`src/rtl/brf_pkg.sv`:
```
package brf_pkg;

    localparam int INSTR_W = 32;
    localparam int ADDR_W  = 32;
    localparam int OPC_W   = 6;
    localparam int IMM_W   = 16;

    localparam logic [OPC_W-1:0]   OPC_BRANCH_EQ = 6'b000100;
    localparam logic [INSTR_W-1:0] NOP_WORD      = '0;
    localparam logic [ADDR_W-1:0]  WORD_BYTES    = ADDR_W'(4);

    typedef struct packed {
        logic [INSTR_W-1:0] instr;
        logic [ADDR_W-1:0]  pc4;
    } dec_entry_t;

    localparam dec_entry_t BUBBLE = '{instr: NOP_WORD, pc4: '0};

    function automatic logic is_branch_eq(input logic [INSTR_W-1:0] w);
        return w[INSTR_W-1 -: OPC_W] == OPC_BRANCH_EQ;
    endfunction

    function automatic logic [ADDR_W-1:0] branch_disp(input logic [INSTR_W-1:0] w);
        return {{(ADDR_W-IMM_W-2){w[IMM_W-1]}}, w[IMM_W-1:0], 2'b00};
    endfunction

endpackage

```
`src/rtl/brf_resolve.sv`:
```
module brf_resolve
    import brf_pkg::*;
(
    input  dec_entry_t         dec,
    input  logic [INSTR_W-1:0] opnd_a,
    input  logic [INSTR_W-1:0] opnd_b,
    input  logic               hold,
    output logic               redirect,
    output logic [ADDR_W-1:0]  dest
);
    logic br_kind;
    logic same;

    always_comb begin
        br_kind  = is_branch_eq(dec.instr);
        same     = (opnd_a == opnd_b);
        redirect = br_kind && same && !hold;
        dest     = dec.pc4 + branch_disp(dec.instr);
    end
endmodule

```
`src/rtl/brf_pc.sv`:
```
module brf_pc
    import brf_pkg::*;
#(
    parameter logic [ADDR_W-1:0] RESET_PC = '0
) (
    input  logic              clk,
    input  logic              rst,
    input  logic              hold,
    input  logic              redirect,
    input  logic [ADDR_W-1:0] dest,
    output logic [ADDR_W-1:0] pc,
    output logic [ADDR_W-1:0] pc_next_seq
);
    logic [ADDR_W-1:0] pc_q;
    logic [ADDR_W-1:0] pc_d;

    always_comb begin
        pc_next_seq = pc_q + WORD_BYTES;
        if (hold)          pc_d = pc_q;
        else if (redirect) pc_d = dest;
        else               pc_d = pc_next_seq;
    end

    always_ff @(posedge clk) begin
        if (rst) pc_q <= RESET_PC;
        else     pc_q <= pc_d;
    end

    assign pc = pc_q;

    AST_PC_SEQUENTIAL: assert property (@(posedge clk) disable iff (rst)
        (!hold && !redirect) |=> pc_q == $past(pc_q) + WORD_BYTES);
    AST_PC_TARGET: assert property (@(posedge clk) disable iff (rst)
        redirect |=> pc_q == $past(dest));
    AST_PC_FROZEN: assert property (@(posedge clk) disable iff (rst)
        hold |=> $stable(pc_q));
endmodule

```
`src/rtl/brf_ifid.sv`:
```
module brf_ifid
    import brf_pkg::*;
(
    input  logic       clk,
    input  logic       rst,
    input  logic       hold,
    input  logic       squash,
    input  dec_entry_t fetched,
    output dec_entry_t dec
);
    dec_entry_t q;

    always_ff @(posedge clk) begin
        if (rst)         q <= BUBBLE;
        else if (hold)   q <= q;
        else if (squash) q <= BUBBLE;
        else             q <= fetched;
    end

    assign dec = q;

    AST_SQUASH_BUBBLE: assert property (@(posedge clk) disable iff (rst)
        (squash && !hold) |=> q.instr == NOP_WORD);
    AST_DEC_CAPTURE: assert property (@(posedge clk) disable iff (rst)
        (!squash && !hold) |=> q == $past(fetched));
    AST_DEC_FROZEN: assert property (@(posedge clk) disable iff (rst)
        hold |=> $stable(q));
endmodule

```
`src/rtl/brf_top.sv`:
```
module brf_top
    import brf_pkg::*;
#(
    parameter logic [31:0] RESET_PC = 32'h0000_0000
) (
    input  logic        clk,
    input  logic        rst,
    input  logic        delay_mode,
    input  logic [31:0] imem_rdata,
    input  logic [31:0] rs_val,
    input  logic [31:0] rt_val,
    input  logic        stall,
    output logic [31:0] imem_addr,
    output logic [31:0] ifid_instr,
    output logic [31:0] ifid_pc4,
    output logic        br_taken
);
    logic              redirect;
    logic              squash;
    logic [ADDR_W-1:0] dest;
    logic [ADDR_W-1:0] pc;
    logic [ADDR_W-1:0] pc_seq;
    dec_entry_t        fetched;
    dec_entry_t        dec;

    brf_resolve u_resolve (
        .dec      (dec),
        .opnd_a   (rs_val),
        .opnd_b   (rt_val),
        .hold     (stall),
        .redirect (redirect),
        .dest     (dest)
    );

    brf_pc #(.RESET_PC(RESET_PC)) u_pc (
        .clk         (clk),
        .rst         (rst),
        .hold        (stall),
        .redirect    (redirect),
        .dest        (dest),
        .pc          (pc),
        .pc_next_seq (pc_seq)
    );

    always_comb begin
        fetched.instr = imem_rdata;
        fetched.pc4   = pc_seq;
        squash        = redirect && !delay_mode;
    end

    brf_ifid u_ifid (
        .clk     (clk),
        .rst     (rst),
        .hold    (stall),
        .squash  (squash),
        .fetched (fetched),
        .dec     (dec)
    );

    assign imem_addr  = pc;
    assign ifid_instr = dec.instr;
    assign ifid_pc4   = dec.pc4;
    assign br_taken   = redirect && !rst;

    AST_TAKEN_NEEDS_MATCH: assert property (@(posedge clk) disable iff (rst)
        br_taken |-> (rs_val == rt_val) && !stall);
    AST_DELAY_SLOT_KEPT: assert property (@(posedge clk) disable iff (rst)
        (br_taken && delay_mode) |=> ifid_instr == $past(imem_rdata));
    AST_ONLY_BEQ_REDIRECTS: assert property (@(posedge clk) disable iff (rst)
        (ifid_instr[31:26] != OPC_BRANCH_EQ) |-> !br_taken);
endmodule

```
`config.mk`:
```
export PLATFORM = sky130hd
export DESIGN_NAME = brf_top
export DESIGN_NICKNAME = d
export VERILOG_FILES = /design/src/rtl/brf_pkg.sv /design/src/rtl/brf_resolve.sv /design/src/rtl/brf_pc.sv /design/src/rtl/brf_ifid.sv /design/src/rtl/brf_top.sv
export SDC_FILE = /design/constraint.sdc
export NUM_CORES = 1
export LEC_CHECK = 0
export BUFFER_PORTS_ARGS = -buffer_cell sky130_fd_sc_hd__buf_2
export CORE_ASPECT_RATIO = 0.6
export CORE_MARGIN = 1
export CORE_UTILIZATION = 52
export DETAILED_ROUTE_END_ITERATION = 10
export HOLD_SLACK_MARGIN = 0.1
export PLACE_DENSITY_LB_ADDON = 0.3
export SETUP_SLACK_MARGIN = 0.3
export SYNTH_ARGS = -nofsm -noshare
export SYNTH_HDL_FRONTEND = slang
export SYNTH_SLANG_ARGS = --single-unit
```
`constraint.sdc`:
```
create_clock -name clk -period 3.35 [get_ports clk]
set_input_delay 0.5025 -clock clk [delete_from_list [all_inputs] [get_ports clk]]
set_output_delay 0.5025 -clock clk [all_outputs]
set_load 0.05 [all_outputs]
```
==> impl_metrics.toml, run 1 <==
[power_and_ir_drop]
switching_share_pct = 29.4
irDropWorstVdd_uv = 216
power.internal_w = 0.00207
leakage_nw = 3.39
p_comb_share_pct = 18.5
switchingPower_w = 0.000863
clkPwrFrac_pct = 39.7
p_seq_share_pct = 41.8
p_per_area_nw_per_um2 = 383

[timing]
hold_viol_final = 0
setup_viol = 0
timing.fmax_mhz = 347
worst_slew_pin_slew_ns = 0.686
finalCritPeriodShare_pct = 86.1
max-slew-margin-rel_pct = 53.9
rsz0062_at_grt = "yes"
fin_worst_skew_ns = 0.0113
fin_crit_ns = 2.88
setup_ws_ns = 0.466
tns_ns = 0
report.final.slew_viol_count = 0

[drt]
ant_nets = 0
drt_iter0_drc = 586
vias = 6303
drcViolationCount = 0
vias_per_cell = 5.83
wl_per_cell_microns = 17.6
routed_wl_microns = 19000
dr.pass1.iters = 7

[yosys]
avgSynthCellArea_sq_um = 8.44
yosysTopAreaCellShare_pct = 31.4
yosysWarnings = 0
ys_types = 78
async_flop_share_pct = 0
ys_top_cells_by_area = "dfxtp_1 (31%), xnor2_1 (7.7%), ha_1 (6.1%)"
ys_ff_latch = 96
synth_ff_type = "dfxtp_1"
synth_common_cells = "dfxtp_1 (96), nand2_1 (75), nor2_1 (68), xnor2_1 (54), a21oi_1 (50)"
synthesis.area_sq_um = 6130
syn_nets = 857
yosysMostFrequentCell = "dfxtp_1"
yosys.area.top_type = "dfxtp_1"
synth.yosys.seq_area_share_pct = 31.4
synth-edff-count = 0
syn_inst = 726

[critical_path]
setup.worst_path.class = "reg2reg"
crit_fanout = 4
crit_chain = "ha_1 -> fa_1 -> a211o_1 -> o211ai_1 -> a2bb2oi_2 -> a221oi_2 -> o221ai_2 -> a211oi_2 -> mux2i_1 -> a21oi_2"
end_kind = "flip-flop"
cpMaxStageDelayCell = "fa_1"
timing.rr.start = "u_ifid.dec[32]$_SDFFE_PP0N_"
crit_arrival_ns = 3.11
cp_top_family = "compound AO/OA/AOI/OAI gates"
crit_buf_inv = 0
r2r_end = "u_pc.pc[30]$_SDFFE_PP0N_"
required_ns = 3.57
ff2ff_setup_slack_ns = 0.47
ff2ff_path_depth = 10
cp_slowest_stage_delay_ns = 0.44
cp-start-kind = "flip-flop"

[floorplanning]
num_io_pins = 197
die-area_sq_um = 12200
num_rows = 30
core-area_sq_um = 11400
die-width_microns = 142
initial_core_util_pct = 53.9
fp.dieH_microns = 86.1

[layout]
multi_input_area_sq_um = 4000
register_area_sq_um = 1920
n_fill_cell = 952
final_nets = 1048
area_delta_synth_final_pct = 25.0
drive_above_1_share_pct = 28.7
n_antenna_cell = 0

[job]
cap_violations = 0

[grt]
grt_pass1_wl_microns = 30200
grtUsageTotal_pct = 31.9
grt_pass1_vias = 5796
antenna_found_initial = 0
grt_start_max_net_pins = 62
grt_remaining_overflow = 0

[clocking]
h-tree-depth = 3
cts_buffer_depth = 2
clk_latency_ns = 0.35
cts.sinks = 96
cts_tree = "done"
cts-root-buf = "clkbuf_16"
path_clk_slew_ns = 0.07
cts_buffers = 9
ctsHoldBuffers = 0

[place]
place_congestion = 0.908
post-place-ws_ns = 0.490
dp.final_hpwl_microns = 14600
numPortBuffers = 196

[hold_path]
min_from = "imem_rdata[25]"
min_path_type = "in2reg"
worstHoldPathCells = 2
hold_end = "u_ifid.dec[57]$_SDFFE_PP0N_"

[run_status]
run_status = "completed"
cells in the final DEF (no fill, tap or decap), types with 4 or more instances in the layout:
cell	n
nand2_1	75
ha_1	30
buf_4	18
mux2i_1	4
xor2_1	24
a311oi_1	5
o21ai_0	23
dfxtp_1	96
inv_1	11
nor3_1	16
a21o_1	10
a21oi_1	50
nand2b_1	6
or3_1	6
o21ai_1	28
a31oi_1	5
nand3_1	15
nand3b_1	4
and3_1	4
nor2_1	67
buf_2	196
a22o_1	42
a211oi_1	11
nand4_1	21
o21a_1	6
nor4_2	4
xnor2_1	54
clkbuf_16	9
through the flow:
step	cell area, sq um	power (W)	cells	hold WS, ns	util (%)
after CTS	7650	0.00294	1081	0.361	67.2
after global routing	7660	0.00303	1082	0.362	67.4
final	7660	0.00294	1082	0.367	67.4
after global placement	7310	0.00178	1065	0.455	64.3
after detailed placement	7310	0.00179	1065	0.454	64.3
after floorplan	6130	0.00161	726	0.635	-
how the worst max path moves through the flow:
stage	from	cells after the start	to
after CTS	u_ifid.dec[32]$_SDFFE_PP0N_	10	u_pc.pc[30]$_SDFFE_PP0N_
after floorplan	u_ifid.dec[47]$_SDFFE_PP0N_	9	u_pc.pc[29]$_SDFFE_PP0N_
after global routing	u_ifid.dec[32]$_SDFFE_PP0N_	10	u_pc.pc[30]$_SDFFE_PP0N_
after global placement	u_ifid.dec[32]$_SDFFE_PP0N_	10	u_pc.pc[30]$_SDFFE_PP0N_
after detailed placement	u_ifid.dec[32]$_SDFFE_PP0N_	10	u_pc.pc[30]$_SDFFE_PP0N_
final	u_ifid.dec[32]$_SDFFE_PP0N_	10	u_pc.pc[30]$_SDFFE_PP0N_
worst reg2reg max path: cells and delay by family, from the launching register on:
family          cells  cell delay (ns)
mux                 1             0.24
fa+ha+maj           2             0.69
compound gates      7             1.51
flops               1             0.33
registers in the layout, indices dropped and copies added, names as in the netlist:
| register | flops |
|---|---|
| u_ifid.dec | 64 |
| u_pc.pc | 32 |
cells by family (layout without fill, tap and decap cells):
logic type / after synthesis / after routing / synth area share [%]
flops: 96 / 96 / 31.4
mux: 5 / 5 / 0.898
simple gates: 243 / 243 / 19.8
buf+inv: 48 / 244 / 3.67
fa+ha+maj: 31 / 31 / 6.45
compound gates: 225 / 225 / 26.7
xor+xnor: 78 / 78 / 11.1
power groups by stage:
stage / combinational (W) / sequential (W) / clock (W)
CTS: 0.000539 / 0.00123 / 0.00117
detailed placement: 0.000538 / 0.00125 / 0
global placement: 0.000530 / 0.00125 / 0
global route: 0.000579 / 0.00123 / 0.00122
floorplan: 0.000227 / 0.00138 / 0
finish: 0.000543 / 0.00123 / 0.00117
layout make-up:
| class | instances | area share, % |
|---|---|---|
| Multi-Input combinational cell | 582 | 52.2 |
| Sequential cell | 96 | 25.1 |
| Timing Repair Buffer | 216 | 15.1 |
| Clock buffer | 11 | 3.30 |
| Tap cell | 160 | 2.61 |
| Clock inverter | 5 | 1.13 |
| Inverter | 12 | 0.588 |
routing by layer:
layer  vias to the layer above  routed length [microns]  track usage (%)  share of wire, %
met5                         -                        0                0                 0
met4                         0                      224             7.82               1.2
met3                        24                     2140             7.26                11
met2                       355                     8050             48.1                42
li1                       3050                        -                -                 -
met1                      2874                     8630             45.7                45
what timing repair did:
item | in CTS | in global routing
endpoints found under the hold margin | 0 | 0
gates resized for setup | 0 | 1
setup buffers | 0 | 1
endpoints found under the setup margin | 0 | 3
No activity file was read; power rests on OpenSTA's default activity.
==> inputs of run 2 (changes only) <==
--- a/config.mk
+++ b/config.mk
@@ -8,11 +8,12 @@
 export BUFFER_PORTS_ARGS = -buffer_cell sky130_fd_sc_hd__buf_2
 export CORE_ASPECT_RATIO = 0.6
 export CORE_MARGIN = 1
-export CORE_UTILIZATION = 52
+export CORE_UTILIZATION = 54
 export DETAILED_ROUTE_END_ITERATION = 10
 export HOLD_SLACK_MARGIN = 0.1
 export PLACE_DENSITY_LB_ADDON = 0.3
 export SETUP_SLACK_MARGIN = 0.3
 export SYNTH_ARGS = -nofsm -noshare
 export SYNTH_HDL_FRONTEND = slang
+export SYNTH_HIERARCHICAL = 1
 export SYNTH_SLANG_ARGS = --single-unit
==> impl_metrics.toml, run 2 <==
[run_status]
run_status = "completed"

[floorplanning]
die-width_microns = 154
initial_core_util_pct = 56.9
die-area_sq_um = 14400
core-area_sq_um = 13200
num_io_pins = 197
fp.dieH_microns = 93.3
num_rows = 32

[critical_path]
cp_slowest_stage_delay_ns = 0.39
crit_fanout = 3
end_kind = "flip-flop"
ff2ff_setup_slack_ns = 0.39
ff2ff_path_depth = 13
cp_top_family = "compound AO/OA/AOI/OAI gates"
crit_arrival_ns = 3.17
cp-start-kind = "flip-flop"
timing.rr.start = "u_ifid/dec[2]$_SDFFE_PP0N_"
crit_top_cell = "a21oi_1"
crit_buf_inv = 1
r2r_end = "u_pc/pc[28]$_SDFFE_PP0N_"
crit_chain = "ha_4 -> inv_1 -> fa_2 -> nand2b_4 -> a2111oi_4 -> o21ai_2 -> a21oi_2 -> o211ai_1 -> a2111oi_2 -> o22ai_1 -> and3_1 -> a21oi_1 -> a21oi_1"
setup.worst_path.class = "reg2reg"
cpMaxStageDelayCell = "a2111oi_2"
required_ns = 3.56

[timing]
timing.fmax_mhz = 338
fin_worst_skew_ns = 0.00688
worst_slew_pin_slew_ns = 0.547
max-slew-margin-rel_pct = 63.3
report.final.slew_viol_count = 0
tns_ns = 0
rsz0062_at_grt = "yes"
fin_crit_ns = 2.96
hold_viol_final = 0
finalCritPeriodShare_pct = 88.4
setup_viol = 0

[yosys]
synth_ff_type = "dfxtp_1"
async_flop_share_pct = 0
yosysTopAreaCellShare_pct = 25.6
synthesis.area_sq_um = 7500
yosysWarnings = 6
synth.yosys.seq_area_share_pct = 25.6
synth-edff-count = 0
avgSynthCellArea_sq_um = 8.34
ys_ff_latch = 96
ys_top_cells_by_area = "dfxtp_1 (26%), o22ai_2 (10%), xor2_1 (5.7%)"
syn_nets = 1030
synth_common_cells = "nand2_1 (109), dfxtp_1 (96), nand2b_1 (66), o22ai_2 (60), nor2_1 (52)"
yosysMostFrequentCell = "nand2_1"
syn_inst = 899
yosys.area.top_type = "dfxtp_1"
ys_types = 80

[drt]
routed_wl_microns = 22000
vias_per_cell = 5.98
vias = 7349
wl_per_cell_microns = 17.9
drcViolationCount = 0
ant_nets = 0
drt_iter0_drc = 971
dr.pass1.iters = 5

[grt]
grtUsageTotal_pct = 30.0
grt_start_max_net_pins = 96
grt_busiest_layer = "met1"
met3_usage_pct = 8.39
antenna_found_initial = 0
grt_remaining_overflow = 0
met2_usage_pct = 39.7
grt_pass1_vias = 6297
use_met1_pct = 46.9
grt_pass1_wl_microns = 33900

[power_and_ir_drop]
p_seq_share_pct = 43.4
switching_share_pct = 29.4
p_per_area_nw_per_um2 = 315
irDropWorstVdd_uv = 224
p_comb_share_pct = 18.5
p_total_w = 0.00277
switchingPower_w = 0.000813
power.internal_w = 0.00196
leakage_nw = 3.75
clkPwrFrac_pct = 38.1

[place]
placed_cells = 1209
place_congestion = 0.969
dp.final_hpwl_microns = 16400
numPortBuffers = 196

[clocking]
cts_buffer_depth = 2
h-tree-depth = 3
clk_latency_ns = 0.34
path_clk_slew_ns = 0.07
cts_buffers = 9
cts_tree = "done"
cts.sinks = 96
cts-root-buf = "clkbuf_16"
ctsHoldBuffers = 0

[layout]
n_fill_cell = 1123
largest_register_ffs = 64
finalNonFillerCells = 1228
multi_input_area_sq_um = 5120
drive_above_1_share_pct = 31.1
final_common_cell = "buf_2"
n_antenna_cell = 0
final_cell_mix = "buf_2 (195), nand2_1 (109), dfxtp_1 (92)"
register_area_sq_um = 1930
final_nets = 1184
area_delta_synth_final_pct = 17.2

[job]
cap_violations = 0

[hold_path]
worstHoldPathCells = 3
min_from = "imem_rdata[26]"
hold_end = "u_ifid/dec[58]$_SDFFE_PP0N_"
min_path_type = "in2reg"
run 2: per-layer routing:
layer  routed length [microns]  part of all wire (%)  up-vias
met5                         0                     0        -
met4                       141                  0.64        0
met3                      2520                    11       14
met2                      8320                    38      407
met1                     11000                    50     3407
li1                          -                     -     3521
run 2: area by class of cell:
class / instances / area share (%)
tap: 170 / 2.42
timing repair buffer: 211 / 13.1
inverter: 18 / 0.769
multi-input combinational: 717 / 58.3
clock inverter: 4 / 0.612
clock buffer: 12 / 2.81
sequential: 96 / 22.0
run 2: power by group through the flow:
stage | clock network, W | logic [W] | registers (W)
floorplan | 0 | 0.000260 | 0.00132
global placement | 0 | 0.000496 | 0.00123
detailed placement | 0 | 0.000499 | 0.00123
CTS | 0.00107 | 0.000502 | 0.00120
global route | 0.00112 | 0.000542 | 0.00121
finish | 0.00106 | 0.000511 | 0.00120
run 2: cells by family (layout without fill, tap and decap cells):
group | Yosys count | in the layout | share of synthesized area (%)
DFF | 96 | 96 | 25.6
AOI/OAI and AO/OA | 251 | 251 | 27.3
buffers and inverters | 86 | 245 | 6.42
adders and majority gates | 31 | 31 | 5.27
muxes | 10 | 10 | 1.34
and+or+nand+nor | 341 | 341 | 24.2
xor gates and xnor gates | 84 | 84 | 9.81
run 2: stage by stage:
step                instance area (sq um)  hold WS (ns)  utilization (%)  setup slack (ns)
floorplan                            7500         0.611                -             0.287
global placement                     8440         0.457             64.0             0.359
detailed placement                   8440         0.464             64.0             0.308
CTS                                  8740         0.420             66.3             0.317
global route                         8780         0.424             66.7             0.247
finish                               8780         0.429             66.7             0.388
run 2: repair_timing:
item / 4_1_cts / 5_1_grt
setup buffers: 0 / 3
pin swaps: 0 / 5
endpoints found under the setup margin: 1 / 7
gates resized for setup: 1 / 5
hold endpoints to repair: 0 / 0
run 2: worst max-delay path by stage:
stage | from | to | slack, ns | cells after the start
3_5_place_dp | u_ifid/dec[2]$_SDFFE_PP0N_ | u_pc/pc[28]$_SDFFE_PP0N_ | 0.31 | 13
5_1_grt | u_ifid/dec[2]$_SDFFE_PP0N_ | u_pc/pc[28]$_SDFFE_PP0N_ | 0.25 | 13
4_1_cts | u_ifid/dec[32]$_SDFFE_PP0N_ | u_pc/pc[28]$_SDFFE_PP0N_ | 0.32 | 13
2_1_floorplan | u_ifid/dec[32]$_SDFFE_PP0N_ | u_pc/pc[28]$_SDFFE_PP0N_ | 0.29 | 13
3_3_place_gp | u_ifid/dec[2]$_SDFFE_PP0N_ | u_pc/pc[28]$_SDFFE_PP0N_ | 0.36 | 13
6_report | u_ifid/dec[2]$_SDFFE_PP0N_ | u_pc/pc[28]$_SDFFE_PP0N_ | 0.39 | 13
run 2: worst register-to-register path: stages, from the launching register on:
cell and delay [ns]:
dfxtp_2 0.36, ha_4 0.16, inv_1 0.06, fa_2 0.35, nand2b_4 0.17, a2111oi_4 0.38
o21ai_2 0.12, a21oi_2 0.19, o211ai_1 0.16, a2111oi_2 0.39, o22ai_1 0.11, and3_1 0.19
a21oi_1 0.11, a21oi_1 0.08
